File: src/rtl/serial_rx_pkg.sv
package serial_rx_pkg;

  typedef struct packed {
    logic [7:0] data;
    logic       ferr;
    logic       perr;
    logic       brk;
  } rx_char_t;

  typedef struct packed {
    logic [1:0] len;
    logic       par_en;
    logic       par_even;
    logic       par_stick;
  } rx_cfg_t;

  // number of data bits for a length code
  function automatic logic [3:0] word_bits(input logic [1:0] len);
    return 4'd5 + {2'b00, len};
  endfunction

  // data bits plus optional parity bit
  function automatic logic [3:0] frame_bits(input logic [1:0] len, input logic par_en);
    return word_bits(len) + {3'b000, par_en};
  endfunction

  function automatic logic [7:0] word_mask(input logic [1:0] len);
    return 8'hFF >> (2'd3 - len);
  endfunction

  // parity bit the receiver expects for a given word
  function automatic logic want_parity(input logic [7:0] data, input logic even,
                                       input logic stick);
    if (stick) return ~even;
    return even ? ^data : ~^data;
  endfunction

endpackage

File: src/rtl/serial_rx_sync.sv
module serial_rx_sync #(
  parameter int STAGES = 2
) (
  input  logic clk,
  input  logic rst_n,
  input  logic rx_pin,
  output logic rx_s,
  output logic rx_fall
);
  // pipe[STAGES-1] is the synchronized line, pipe[STAGES] its previous value
  logic [STAGES:0] pipe;

  always_ff @(posedge clk or negedge rst_n) begin
    if (!rst_n) pipe <= '1;
    else        pipe <= {pipe[STAGES-1:0], rx_pin};
  end

  assign rx_s    = pipe[STAGES-1];
  assign rx_fall = pipe[STAGES] & ~pipe[STAGES-1];

endmodule

File: src/rtl/serial_rx_sampler.sv
module serial_rx_sampler
  import serial_rx_pkg::*;
#(
  parameter int OVS = 16
) (
  input  logic    clk,
  input  logic    rst_n,
  input  logic    tick,
  input  logic    rx_s,
  input  logic    rx_fall,
  input  rx_cfg_t cfg_in,
  output logic    frame_done,
  output logic    stop_bit,
  output logic [8:0] frame_raw,
  output rx_cfg_t frame_cfg
);
  localparam int CW = $clog2(OVS);
  localparam logic [CW-1:0] MID  = CW'(OVS / 2 - 1);
  localparam logic [CW-1:0] LAST = CW'(OVS - 1);

  typedef enum logic [1:0] {S_IDLE, S_START, S_BITS, S_STOP} st_t;

  st_t        state;
  logic [CW-1:0] cnt;
  logic [3:0] idx;
  logic [8:0] raw;
  rx_cfg_t    cfg_q;

  // named events for the checks
  logic mid_hit, bit_hit, start_ok, start_glitch, last_bit;
  assign mid_hit      = tick && (cnt == MID);
  assign bit_hit      = tick && (cnt == LAST);
  assign start_ok     = (state == S_START) && mid_hit && !rx_s;
  assign start_glitch = (state == S_START) && mid_hit && rx_s;
  assign last_bit     = (idx == frame_bits(cfg_q.len, cfg_q.par_en) - 4'd1);

  always_ff @(posedge clk or negedge rst_n) begin
    if (!rst_n) begin
      state <= S_IDLE;
      cnt   <= '0;
      idx   <= '0;
      raw   <= '0;
      cfg_q <= '0;
    end else begin
      case (state)
        S_IDLE: begin
          if (rx_fall) begin
            state <= S_START;
            cnt   <= '0;
          end
        end
        S_START: begin
          if (start_ok) begin
            state <= S_BITS;
            cnt   <= '0;
            idx   <= '0;
            raw   <= '0;
            cfg_q <= cfg_in;
          end else if (start_glitch) begin
            state <= S_IDLE;
          end else if (tick) begin
            cnt <= cnt + 1'b1;
          end
        end
        S_BITS: begin
          if (bit_hit) begin
            raw[idx] <= rx_s;
            cnt      <= '0;
            if (last_bit) state <= S_STOP;
            else          idx   <= idx + 4'd1;
          end else if (tick) begin
            cnt <= cnt + 1'b1;
          end
        end
        default: begin
          if (bit_hit) begin
            state <= S_IDLE;
            cnt   <= '0;
          end else if (tick) begin
            cnt <= cnt + 1'b1;
          end
        end
      endcase
    end
  end

  assign frame_done = (state == S_STOP) && bit_hit;
  assign stop_bit   = rx_s;
  assign frame_raw  = raw;
  assign frame_cfg  = cfg_q;

  // a start bit that reads high at mid-bit sends the receiver back to idle
  a_r4_glitch_to_idle: assert property (@(posedge clk) disable iff (!rst_n)
    start_glitch |=> (state == S_IDLE));

  // completions are at least one bit period apart
  a_r5_single_done: assert property (@(posedge clk) disable iff (!rst_n)
    frame_done |=> !frame_done);

endmodule

File: src/rtl/serial_rx_judge.sv
module serial_rx_judge
  import serial_rx_pkg::*;
(
  input  logic [8:0] raw,
  input  rx_cfg_t    cfg,
  input  logic       stop_bit,
  output rx_char_t   chr
);
  logic [7:0] data;
  logic       pbit;
  logic       par_bad;

  assign data    = raw[7:0] & word_mask(cfg.len);
  assign pbit    = raw[word_bits(cfg.len)];
  assign par_bad = pbit != want_parity(data, cfg.par_even, cfg.par_stick);

  always_comb begin
    chr.data = data;
    chr.ferr = ~stop_bit;
    chr.perr = cfg.par_en & par_bad;
    chr.brk  = (data == 8'h00) && !stop_bit && (!cfg.par_en || !pbit);
  end

endmodule

File: src/rtl/serial_rx_store.sv
module serial_rx_store
  import serial_rx_pkg::*;
#(
  parameter int DEPTH = 16
) (
  input  logic     clk,
  input  logic     rst_n,
  input  logic     buf_en,
  input  logic     push_req,
  input  rx_char_t push_char,
  input  logic     pop_req,
  output logic     head_valid,
  output rx_char_t head_char,
  output logic     overrun
);
  localparam int AW = (DEPTH > 1) ? $clog2(DEPTH) : 1;
  localparam int CW = $clog2(DEPTH + 1);

  rx_char_t      mem [DEPTH];
  logic [AW-1:0] wptr, rptr;
  logic [CW-1:0] count;

  logic [CW-1:0] cap, avail;
  logic          pop, push, drop, room;

  function automatic logic [AW-1:0] step(input logic [AW-1:0] p);
    return (p == AW'(DEPTH - 1)) ? '0 : p + 1'b1;
  endfunction

  assign cap   = buf_en ? CW'(DEPTH) : CW'(1);
  assign pop   = pop_req && (count != '0);
  assign avail = count - CW'(pop);
  assign room  = avail < cap;
  assign push  = push_req && room;
  assign drop  = push_req && !room;

  always_ff @(posedge clk) begin
    if (push) mem[wptr] <= push_char;
  end

  always_ff @(posedge clk or negedge rst_n) begin
    if (!rst_n) begin
      wptr    <= '0;
      rptr    <= '0;
      count   <= '0;
      overrun <= 1'b0;
    end else begin
      if (push) wptr <= step(wptr);
      if (pop)  rptr <= step(rptr);
      count <= count + CW'(push) - CW'(pop);
      if (drop) overrun <= 1'b1;
    end
  end

  assign head_valid = count != '0;
  assign head_char  = mem[rptr];

  // occupancy never exceeds the queue depth
  a_r8_bound: assert property (@(posedge clk) disable iff (!rst_n)
    count <= CW'(DEPTH));

  // a dropped character leaves occupancy unchanged
  a_r9_drop_keeps_count: assert property (@(posedge clk) disable iff (!rst_n)
    (drop && !pop) |=> (count == $past(count)));

  // completing into a full store raises overrun
  a_r9_drop_flags: assert property (@(posedge clk) disable iff (!rst_n)
    (push_req && count >= cap && !pop_req) |=> overrun);

  // overrun is sticky
  a_r9_overrun_sticky: assert property (@(posedge clk) disable iff (!rst_n)
    overrun |=> overrun);

endmodule

File: src/rtl/serial_rx_frame.sv
module serial_rx_frame
  import serial_rx_pkg::*;
#(
  parameter int OVS         = 16,
  parameter int DEPTH       = 16,
  parameter int SYNC_STAGES = 2
) (
  input  logic       clk,
  input  logic       rst_n,
  input  logic       os_tick,
  input  logic       rx_line,
  input  logic [1:0] cfg_len,
  input  logic       cfg_par_en,
  input  logic       cfg_par_even,
  input  logic       cfg_par_stick,
  input  logic       cfg_buf_en,
  input  logic       chr_ready,
  output logic       chr_valid,
  output logic [7:0] chr_data,
  output logic       chr_ferr,
  output logic       chr_perr,
  output logic       chr_brk,
  output logic       rx_overrun
);
  logic     rx_s, rx_fall;
  logic     frame_done, stop_bit;
  logic [8:0] frame_raw;
  rx_cfg_t  cfg_live, frame_cfg;
  rx_char_t new_char, head_char;

  assign cfg_live = '{len: cfg_len, par_en: cfg_par_en, par_even: cfg_par_even,
                      par_stick: cfg_par_stick};

  serial_rx_sync #(.STAGES(SYNC_STAGES)) u_sync (
    .clk(clk), .rst_n(rst_n), .rx_pin(rx_line), .rx_s(rx_s), .rx_fall(rx_fall)
  );

  serial_rx_sampler #(.OVS(OVS)) u_sampler (
    .clk(clk), .rst_n(rst_n), .tick(os_tick), .rx_s(rx_s), .rx_fall(rx_fall),
    .cfg_in(cfg_live), .frame_done(frame_done), .stop_bit(stop_bit),
    .frame_raw(frame_raw), .frame_cfg(frame_cfg)
  );

  serial_rx_judge u_judge (
    .raw(frame_raw), .cfg(frame_cfg), .stop_bit(stop_bit), .chr(new_char)
  );

  serial_rx_store #(.DEPTH(DEPTH)) u_store (
    .clk(clk), .rst_n(rst_n), .buf_en(cfg_buf_en), .push_req(frame_done),
    .push_char(new_char), .pop_req(chr_ready), .head_valid(chr_valid),
    .head_char(head_char), .overrun(rx_overrun)
  );

  assign chr_data = head_char.data;
  assign chr_ferr = head_char.ferr;
  assign chr_perr = head_char.perr;
  assign chr_brk  = head_char.brk;

  // a break character always carries a framing error
  a_r6_brk_has_ferr: assert property (@(posedge clk) disable iff (!rst_n)
    (chr_valid && chr_brk) |-> chr_ferr);

  // a parity error is only reported for frames that carried parity
  a_r2_perr_needs_pen: assert property (@(posedge clk) disable iff (!rst_n)
    (frame_done && !frame_cfg.par_en) |-> !new_char.perr);

endmodule

File: config.mk
export PLATFORM = sky130hd
export DESIGN_NAME = serial_rx_frame
export DESIGN_NICKNAME = d
export VERILOG_FILES = /design/src/rtl/serial_rx_pkg.sv /design/src/rtl/serial_rx_sync.sv /design/src/rtl/serial_rx_sampler.sv /design/src/rtl/serial_rx_judge.sv /design/src/rtl/serial_rx_store.sv /design/src/rtl/serial_rx_frame.sv
export SDC_FILE = /design/constraint.sdc
export NUM_CORES = 1
export LEC_CHECK = 0
export BUFFER_PORTS_ARGS = -buffer_cell sky130_fd_sc_hd__buf_2
export CAP_MARGIN = 20
export CORE_MARGIN = 4
export CORE_UTILIZATION = 34
export CTS_CLUSTER_DIAMETER = 50
export DETAILED_ROUTE_END_ITERATION = 10
export GPL_ROUTABILITY_DRIVEN = 0
export SLEW_MARGIN = 20
export SYNTH_ARGS = -nofsm -noshare
export SYNTH_HDL_FRONTEND = slang
export SYNTH_SLANG_ARGS = --single-unit
File: constraint.sdc
create_clock -name clk -period 8.9 [get_ports clk]
set_input_delay 1.78 -clock clk [delete_from_list [all_inputs] [get_ports clk]]
set_output_delay 1.78 -clock clk [all_outputs]
set_load 0.02 [all_outputs]
# After elaboration in Yosys (flattened, before gate mapping)
# Memories as Yosys holds them, arrays and structs flattened.
# Index checks and enable logic that the tools add are counted.
# Widths: inputs -> output; s select.
[op_classes]
n_shift = 1
mux = 34
bitwise_logic = 5
n_lt_le_gt_ge = 4
add_sub_neg = 11
n_eq_ne = 16
reduce_logical = 29
[op_table]
columns = ["operator", "count"]
rows = [
  ["$mux 4", 10],
  ["$mux 9", 2],
  ["$pmux 9 s2", 1],
  ["$add 4x1->4 const B", 4],
  ["$pmux 4 s2", 2],
  ["$eq 4x4->1 const B", 3],
  ["$logic_and 1x1->1", 12],
  ["$mux 2", 6],
  ["$lt 4x5->1 const B", 2],
  ["$sub 5x1->5", 2],
  ["$bwmux 9", 1],
  ["$and 8x8->8", 1],
  ["$logic_not 8->1", 1],
  ["$mux 1", 8],
  ["$reduce_xnor 8->1", 1],
  ["$reduce_xor 8->1", 1],
  ["$shr 8x2->8 const A", 1],
  ["$ne 2x1->1 const B", 3],
  ["$pmux 2 s3", 1],
  ["$add 5x1->5", 1],
  ["$lt 5x5->1", 1],
  ["$mux 5", 1],
  ["$reduce_and 5->1", 1],
  ["$reduce_bool 5->1", 1],
  ["other kinds (25)", 33],
]
[totals]
wordCells = 114
ff_bits = 41
memories = 1
ramBits = 176
in_bits = 11
output_inout_bits = 13
[memory_table]
columns = ["name", "words", "width", "read_ports", "rd_ports_with_merged_regs", "write_ports", "line_no", "source"]
rows = [
  ["u_store.mem", 16, 11, 1, 0, 1, "serial_rx_store.sv:19", "rx_char_t mem [DEPTH];"],
]

# Logic depth before layout (Yosys ltp)
# Gate-level depths: netlist (run 1).
[depth]
word_depth = 8
mapped_depth = 19
depth_no_buf = 17

# By module
# From an unflattened synthesis (run 1), not the netlist that was laid out.
[hier_totals]
cells_unflattened = 587
area_unflattened_um2 = 9604.2
[by_module_without_submodules]
columns = ["module", "instances", "area_each_um2", "cells_each", "seq_area_each_um2"]
rows = [
  ["serial_rx_store", 1, 7796.2, 395, 5635.4],
  ["serial_rx_sampler", 1, 1420.1, 147, 600.6],
  ["serial_rx_judge", 1, 295.3, 41, 0.0],
  ["serial_rx_sync", 1, 92.6, 4, 78.8],
]

# Worst setup path after synthesis (run 1)
# No wires, ideal clock.
[synth_path]
path_type = "input port to flip-flop"
from = "input chr_ready"
to = "memory u_store.mem[3][0] in the netlist's numbering, enable pin"
n_path_buf = 1
slack_ps = 3649
t_arrival_ps = 4843
path_stages = 9
t_required_ps = 8492
setup_time_ps = 408
path_cell_list = "and2_1 clkbuf_1 ha_1 inv_1 ha_1 or3b_1 o41a_1 nor3_4 nor4bb_1"
[synth_between]
elab_chain_cells = 6
[synth_rtl]
columns = ["item", "line_no", "source"]
rows = [
  ["from (decl)", "serial_rx_frame.sv:17", "input logic chr_ready,"],
  ["$logic_and 1x1->1", "serial_rx_store.sv:31", "assign pop = pop_req && (count != '0);"],
  ["named net u_store.pop", "serial_rx_store.sv:24", "logic pop, push, drop, room;"],
  ["$sub 5x1->5", "serial_rx_store.sv:32", "assign avail = count - CW'(pop);"],
  ["$lt 5x5->1", "serial_rx_store.sv:33", "assign room = avail < cap;"],
  ["$logic_and 1x1->1", "serial_rx_store.sv:34", "assign push = push_req && room;"],
  ["$mux 1", "serial_rx_store.sv:38", "if (push) mem[wptr] <= push_char;"],
  ["$mux 1 (not written as such)", "serial_rx_store.sv:38", ""],
  ["to (decl)", "serial_rx_store.sv:19", ""],
]
# The timed path passes the listed nets, and every way through them passes these cells.

# Worst setup path in the final report (run 1)
[layout_path]
from = "register u_store.rptr[0]"
to = "output chr_data[4]"
[layout_between]
elab_chain_cells = 1
[layout_rtl]
columns = ["item", "line_no", "source"]
rows = [
  ["from (decl)", "serial_rx_store.sv:20", "logic [AW-1:0] wptr, rptr;"],
  ["from (signal assigned)", "serial_rx_store.sv:49", "if (pop) rptr <= step(rptr);"],
  ["$mem_v2 16x11", "n/a", ""],
  ["to (decl)", "serial_rx_frame.sv:19", "output logic [7:0] chr_data,"],
]
# No other way between the ends.

==> results.py, run 1 <==
metrics = {
    "synthesis": {
        "synthCells": 583,
        "seq_area_frac_synth_pct": 65.9,
        "ys_ff_latch": 217,
        "synth_nets": 627,
        "synth_top_area_share_pct": 55.2,
        "synth_top_cell_by_area": "edfxtp_1",
        "synth_flop_cell": "edfxtp_1",
        "synth_common_cells": "edfxtp_1 (176), mux4_2 (45), dfrtp_1 (38)",
        "postSynthAreaPerCell_sq_um": 16.4,
        "synth_edf_count": 176,
        "synth_warnings": 0,
        "ys_async_sr_fraction_pct": 18.9,
        "yosys-top-cells-area": "edfxtp_1 (55%), mux4_2 (11%), dfrtp_1 (9.9%)",
        "yosysUniqueCellTypes": 63,
        "syn_area_sq_mm": 0.00958,
        "yosysMostFrequentCell": "edfxtp_1",
    },
    "power_and_ir_drop": {
        "power.share.clock_pct": 28.4,
        "p_int_mw": 2.14,
        "p_sw_mw": 1.09,
        "leakage_nw": 3.88,
        "combPwrFrac_pct": 31.6,
        "p_seq_share_pct": 40.0,
        "irDropWorstVdd_mv": 0.134,
        "sw_frac_of_total_pct": 33.8,
        "p_per_area_mw_per_mm2": 300,
    },
    "clock_network": {
        "clockBufferDepth": 3,
        "cts_num_sinks": 217,
        "h-tree-depth": 1,
        "cts_setup_buffers": 0,
        "path_clk_slew_ns": 0.06,
        "cts_made_buffers": 22,
        "clockRootBuffer": "clkbuf_16",
        "hold_buffers": 0,
        "cts_tree": "built",
        "cts_resized": 0,
        "clkLatencyLatePin_ns": 0.51,
    },
    "routing": {
        "vias_per_cell": 5.13,
        "firstDrtPassIters": 7,
        "routedWlPerCell_um": 20.4,
        "drtIter0Drc": 260,
        "drtAntennaViolNets": 0,
        "wirelength_mm": 20.4,
        "post-route-drc-count": 0,
        "vias": 5145,
    },
    "global_routing": {
        "grt_max_degree": 45,
        "grt_pass1_vias": 5251,
        "grt_pass1_wl_mm": 31.2,
        "antenna_found_initial": 0,
        "grt_usage_pct": 13.0,
        "grt_overflow": 0,
    },
    "sta": {
        "timing.final.crit_period_ns": 5.04,
        "drv_slew": 0,
        "relSlewSlack_pct": 33.7,
        "rsz0062_at_grt": "false",
        "worst_pin_slew_ns": 0.994,
        "setup_violations": 0,
        "setup-tns-final_ns": 0,
        "clock.fmax_mhz": 198,
        "fin_skew_ns": 0.0168,
        "timing.final.crit_share_pct": 56.6,
        "finalHoldViolCount": 0,
    },
    "worst_hold_path": {
        "hold_path.class": "reg -> reg",
    },
    "critical_path": {
        "critPathTopFamily": "buffers and inverters",
        "startpoint_type": "register",
        "critPathRequiredTime_ns": 7.12,
        "crit_fanout": 44,
        "crit_chain": "buf_4 > mux4_2 > nor2b_1 > a211oi_1 > a21oi_1 > buf_2",
        "path_class": "reg -> out",
        "end_kind": "output pin",
        "crit_slowest_cell": "buf_4",
        "max_stage_delay_ns": 0.68,
        "crit_buf_inv": 2,
        "cp.arrival_ns": 3.26,
    },
    "placed_design": {
        "port_buffers": 23,
        "hpwl_mm": 13.4,
        "dp.cells": 962,
    },
    "finish": {
        "nets": 652,
        "stdcell_count": 1002,
        "drive_above_1_share_pct": 21.3,
        "areaGrowthSynthToFinish_pct": 12.7,
        "antenna_cells": 0,
    },
    "floorplan": {
        "die_h_um": 176,
        "die_w_um": 176,
        "initial_core_util_pct": 34.5,
        "ios": 24,
        "core_area_sq_mm": 0.0278,
        "dieArea_sq_mm": 0.0309,
        "row_count": 61,
    },
    "job": {
        "max_cap_viol_count": 0,
    },
    "run_status": {
        "outcome": "complete, no violations",
    },
}
-- final cells by class --
| type | count | area, sq um |
|---|---|---|
| Timing Repair Buffer | 28 | 153 |
| Clock inverter | 17 | 176 |
| Sequential cell | 217 | 6320 |
| Multi-Input combinational cell | 310 | 3020 |
| Tap cell | 378 | 473 |
| Fill cell | 2550 | 17000 |
| Clock buffer | 23 | 554 |
| Inverter | 29 | 109 |
-- cells by family (layout without fill, tap and decap cells) --
family | count (synthesis) | count (layout) | synth area share [%]
buffers and inverters | 56 | 97 | 2.65
xor gates and xnor gates | 18 | 18 | 1.87
AOI/OAI and AO/OA | 84 | 84 | 5.79
DFF | 217 | 217 | 65.9
and+or+nand+nor | 107 | 107 | 6.28
muxes | 68 | 68 | 13.1
adders and majority gates | 33 | 33 | 4.39
-- worst register-to-register path: stages (launching register included) --
cell and delay (ns):
dfrtp_1 0.43, inv_1 0.14, ha_1 0.18, or4b_1 0.47
and2_1 0.25, ha_1 0.27, inv_1 0.11, ha_1 0.26
or3b_1 0.38, o41a_1 0.47, nor3_4 0.71, and3_1 0.67
-- state kept, by name, summed over array words and instances (netlist names), 4 cells and up --
signal	flops
u_store.count	5
u_sampler.cnt	4
u_store.wptr	4
u_sampler.idx	4
u_sampler.frame_cfg	5
u_store.rptr	4
u_sampler.frame_raw	9
u_store.mem	176
-- power by group through the flow --
stage                     Sequential (mW)  Clock [mW]  Combinational (mW)
after global routing                 1.31       0.985                1.11
after floorplan                      1.26           0               0.801
after detailed placement             1.32           0                1.03
final                                1.30       0.919                1.02
after global placement               1.31           0                1.00
after CTS                            1.30       0.941                1.04
-- metrics by stage --
step                total power [mW]  utilization (%)  area, sq um  setup slack, ns  hold WS, ns
floorplan                       2.06                -         9580             3.65        0.345
global placement                2.32             36.2        10100             3.67        0.350
detailed placement              2.35             36.2        10100             3.57        0.352
CTS                             3.27             38.9        10800             3.81        0.361
global route                    3.41             38.9        10800             3.72        0.362
finish                          3.24             38.9        10800             3.86        0.357
-- cell usage in the layout, fill, tap and decap left out, types with 4 or more instances in the layout --
| cell | synthesis | final |
|---|---|---|
| xnor2_1 | 9 | 9 |
| edfxtp_1 | 176 | 176 |
| o21ai_0 | 9 | 9 |
| nand2_1 | 21 | 21 |
| and3_1 | 15 | 15 |
| clkbuf_16 | 0 | 22 |
| xor2_1 | 7 | 7 |
| inv_6 | 0 | 5 |
| inv_1 | 29 | 29 |
| a22o_1 | 6 | 6 |
| a211oi_1 | 11 | 11 |
| nor2_1 | 20 | 20 |
| o21ai_1 | 4 | 4 |
| ha_1 | 32 | 32 |
| buf_2 | 8 | 23 |
| buf_4 | 1 | 5 |
| a21oi_1 | 30 | 30 |
| mux4_2 | 45 | 45 |
| dfrtp_1 | 38 | 37 |
| mux2_2 | 8 | 8 |
| nand3_1 | 7 | 7 |
| mux2i_1 | 15 | 15 |
| nor2b_1 | 18 | 18 |
-- routing by layer --
metal  up-vias  global-route usage (%)  routed length (um)
met1      2650                    18.4                9110
met2       148                    20.9                9620
met4         0                    3.64                 462
met5         -                       0                   0
met3        28                    2.26                1210
li1       2319                       -                   -
-- worst paths after layout --
| check | startpoint | end | slack (ns) | depth (start not counted) |
|---|---|---|---|---|
| max | u_store.rptr[0] | chr_data[4] | 3.86 | 6 |
| min | u_sync.pipe[0] | u_sync.pipe[1] | 0.36 | 0 |
| max reg2reg | u_store.count[2] | u_store.mem[0][9] | 4.21 | 11 |
| min reg2reg | u_sync.pipe[0] | u_sync.pipe[1] | 0.36 | 0 |
| max in group asynchronous | rst_n | u_store.rptr[0] | 6.85 | 1 |
| min in group asynchronous | rst_n | u_sampler.cnt[1] | 1.43 | 1 |
No activity file was read; power rests on OpenSTA's default activity.
==> run 2: changes to the inputs <==
==> constraint.sdc (replaced) <==
create_clock -name clk -period 4.83 [get_ports clk]
set_input_delay 0.966 -clock clk [delete_from_list [all_inputs] [get_ports clk]]
set_output_delay 0.966 -clock clk [all_outputs]
set_load 0.02 [all_outputs]
==> run 2 against run 1 <==
  * Final area grew 0.67%
  * Highest routed layer unchanged
  * Clock skew shrank 0.0041 ns
  * Power grew 87%
  * Critical path type is now reg -> reg
  * Clock power grew 93%
  * Cell count grew 0.90%
  * Non-clock buffer count grew 3
  * Die area is the same
==> results.py, run 2 (synthesis results as in run 1) <==
metrics = {
    "placed_design": {
        "placed_area_sq_mm": 0.0101,
        "port_buffers": 23,
        "dp.cells": 965,
        "hpwl_mm": 14.0,
    },
    "global_routing": {
        "grt_pass1_vias": 5283,
        "grt_pass1_wl_mm": 32.2,
        "grt_overflow": 0,
        "antenna_found_initial": 0,
        "grt_usage_pct": 13.6,
        "grt_max_degree": 42,
    },
    "sta": {
        "drv_slew": 0,
        "timing.final.crit_share_pct": 89.0,
        "setup-tns-final_ns": 0,
        "fin_skew_ns": 0.0127,
        "clock.fmax_mhz": 233,
        "rsz0062_at_grt": "false",
        "relSlewSlack_pct": 29.2,
        "finalHoldViolCount": 0,
        "worst_pin_slew_ns": 1.06,
        "setup_violations": 0,
        "timing.final.crit_period_ns": 4.30,
    },
    "clock_network": {
        "h-tree-depth": 1,
        "cts_made_buffers": 25,
        "hold_buffers": 0,
        "cts_setup_buffers": 0,
        "cts_num_sinks": 217,
        "cts_tree": "built",
        "clockBufferDepth": 3,
        "path_clk_slew_ns": 0.06,
        "clockRootBuffer": "clkbuf_16",
        "clkLatencyLatePin_ns": 0.51,
        "cts_resized": 0,
    },
    "floorplan": {
        "ios": 24,
        "row_count": 61,
        "dieArea_sq_mm": 0.0309,
        "die_w_um": 176,
        "core_area_sq_mm": 0.0278,
        "initial_core_util_pct": 34.5,
        "die_h_um": 176,
    },
    "critical_path": {
        "end_kind": "register",
        "cpMostUsedCell": "ha_1",
        "crit_buf_inv": 3,
        "reg2reg_depth": 17,
        "critPathTopFamily": "simple AND/OR/NAND/NOR gates",
        "path_class": "reg -> reg",
        "r2r_start": "u_store.count[2]",
        "endpoint": "u_store.count[4]",
        "critPathRequiredTime_ns": 5.21,
        "crit_slowest_cell": "or4b_1",
        "startpoint_type": "register",
        "rrSetupSlack_ns": 0.53,
        "max_stage_delay_ns": 0.48,
        "r2r-end": "u_store.count[4]",
        "cp.arrival_ns": 4.68,
        "crit_fanout": 24,
        "crit_chain": "inv_1 > ha_1 > or4b_1 > and2_1 > ha_1 > inv_1 > ha_1 > or3b_1 > o41a_1 > nor3_4 > buf_4 > ha_1 > fa_1 > a21oi_1 > nor2_1 > nor2_1 > xnor2_1",
        "cp_num_cells": 17,
        "crit_start": "u_store.count[2]",
    },
    "worst_hold_path": {
        "hold_path.class": "reg -> reg",
        "hold_depth": 0,
        "min_from": "u_sync.pipe[0]",
    },
    "finish": {
        "stdcell_count": 1011,
        "nets": 658,
        "largest_register": "u_store.mem",
        "fillers": 2561,
        "drive_above_1_share_pct": 21.6,
        "antenna_cells": 0,
        "largest_reg_flops": 176,
        "areaGrowthSynthToFinish_pct": 13.5,
        "final_common_cell": "edfxtp_1",
        "final_cell_mix": "edfxtp_1 (176), mux4_2 (45), dfrtp_1 (37)",
        "finalInstanceArea_sq_mm": 0.0109,
    },
    "routing": {
        "wirelength_mm": 20.9,
        "firstDrtPassIters": 4,
        "vias_per_cell": 5.08,
        "drtAntennaViolNets": 0,
        "vias": 5140,
        "drtIter0Drc": 369,
        "post-route-drc-count": 0,
        "routedWlPerCell_um": 20.7,
    },
    "job": {
        "max_cap_viol_count": 0,
    },
    "power_and_ir_drop": {
        "leakage_nw": 3.92,
        "power.total_mw": 6.05,
        "irDropWorstVdd_mv": 0.299,
        "p_per_area_mw_per_mm2": 557,
    },
    "run_status": {
        "outcome": "complete, no violations",
    },
}
run 2: cell count changes in the layout (fill, tap and decap cells not counted):
cell | before | now
clkinv_8 | 1 | 0
buf_4 | 5 | 8
clkbuf_16 | 22 | 25
clkbuf_1 | 1 | 6
bufinv_16 | 2 | 1
inv_8 | 1 | 2
inv_6 | 5 | 4
run 2: stage by stage:
stage	utilization (%)	setup WS [ns]	hold WS (ns)
after floorplan	-	0.0830	0.345
after global placement	36.3	0.718	0.347
after detailed placement	36.3	0.492	0.347
after CTS	39.1	0.494	0.355
after global routing	39.1	0.225	0.363
final	39.1	0.533	0.354
run 2: power breakdown:
group          switching (mW)  total, mW  internal (mW)
sequential              0.322       2.51           2.19
combinational           0.963       1.77          0.811
clock                   0.745       1.77           1.03
total                    2.03       6.05           4.02
run 2: area by class of cell:
cell class                 instances  area, sq um  area share (%)
sequential                       217         6320            58.1
multi-input combinational        310         3020            27.7
clock buffer                      31          648            5.96
tap                              378          473            4.35
timing repair buffer              31          175            1.61
clock inverter                    15          133            1.22
inverter                          29          109            1.00
run 2: per-layer routing:
layer	track usage [%]	part of all wire, %	vias up	routed length (um)
met5	0	0	-	0
met4	3.48	2.0	0	412
met3	2.67	6.0	32	1250
met2	22.8	49	153	10200
met1	18.2	43	2626	9050
li1	-	-	2329	-
run 2: worst register-to-register path, delay by kind of cell (launching register included):
family / cells / cell delay [ns]
DFF: 1 / 0.40
xor gates and xnor gates: 1 / 0.12
adders and majority gates: 5 / 1.20
and+or+nand+nor: 6 / 1.39
buffers and inverters: 3 / 0.54
AOI/OAI and AO/OA: 2 / 0.54
run 2: worst min-delay path by stage:
stage	to	slack (ns)
final	u_sync.pipe[1]	0.35
after global routing	u_sync.pipe[1]	0.36
after detailed placement	u_sync.pipe[1]	0.35
after CTS	u_sync.pipe[1]	0.36
after global placement	u_sync.pipe[1]	0.35
after floorplan	u_sync.pipe[1]	0.35
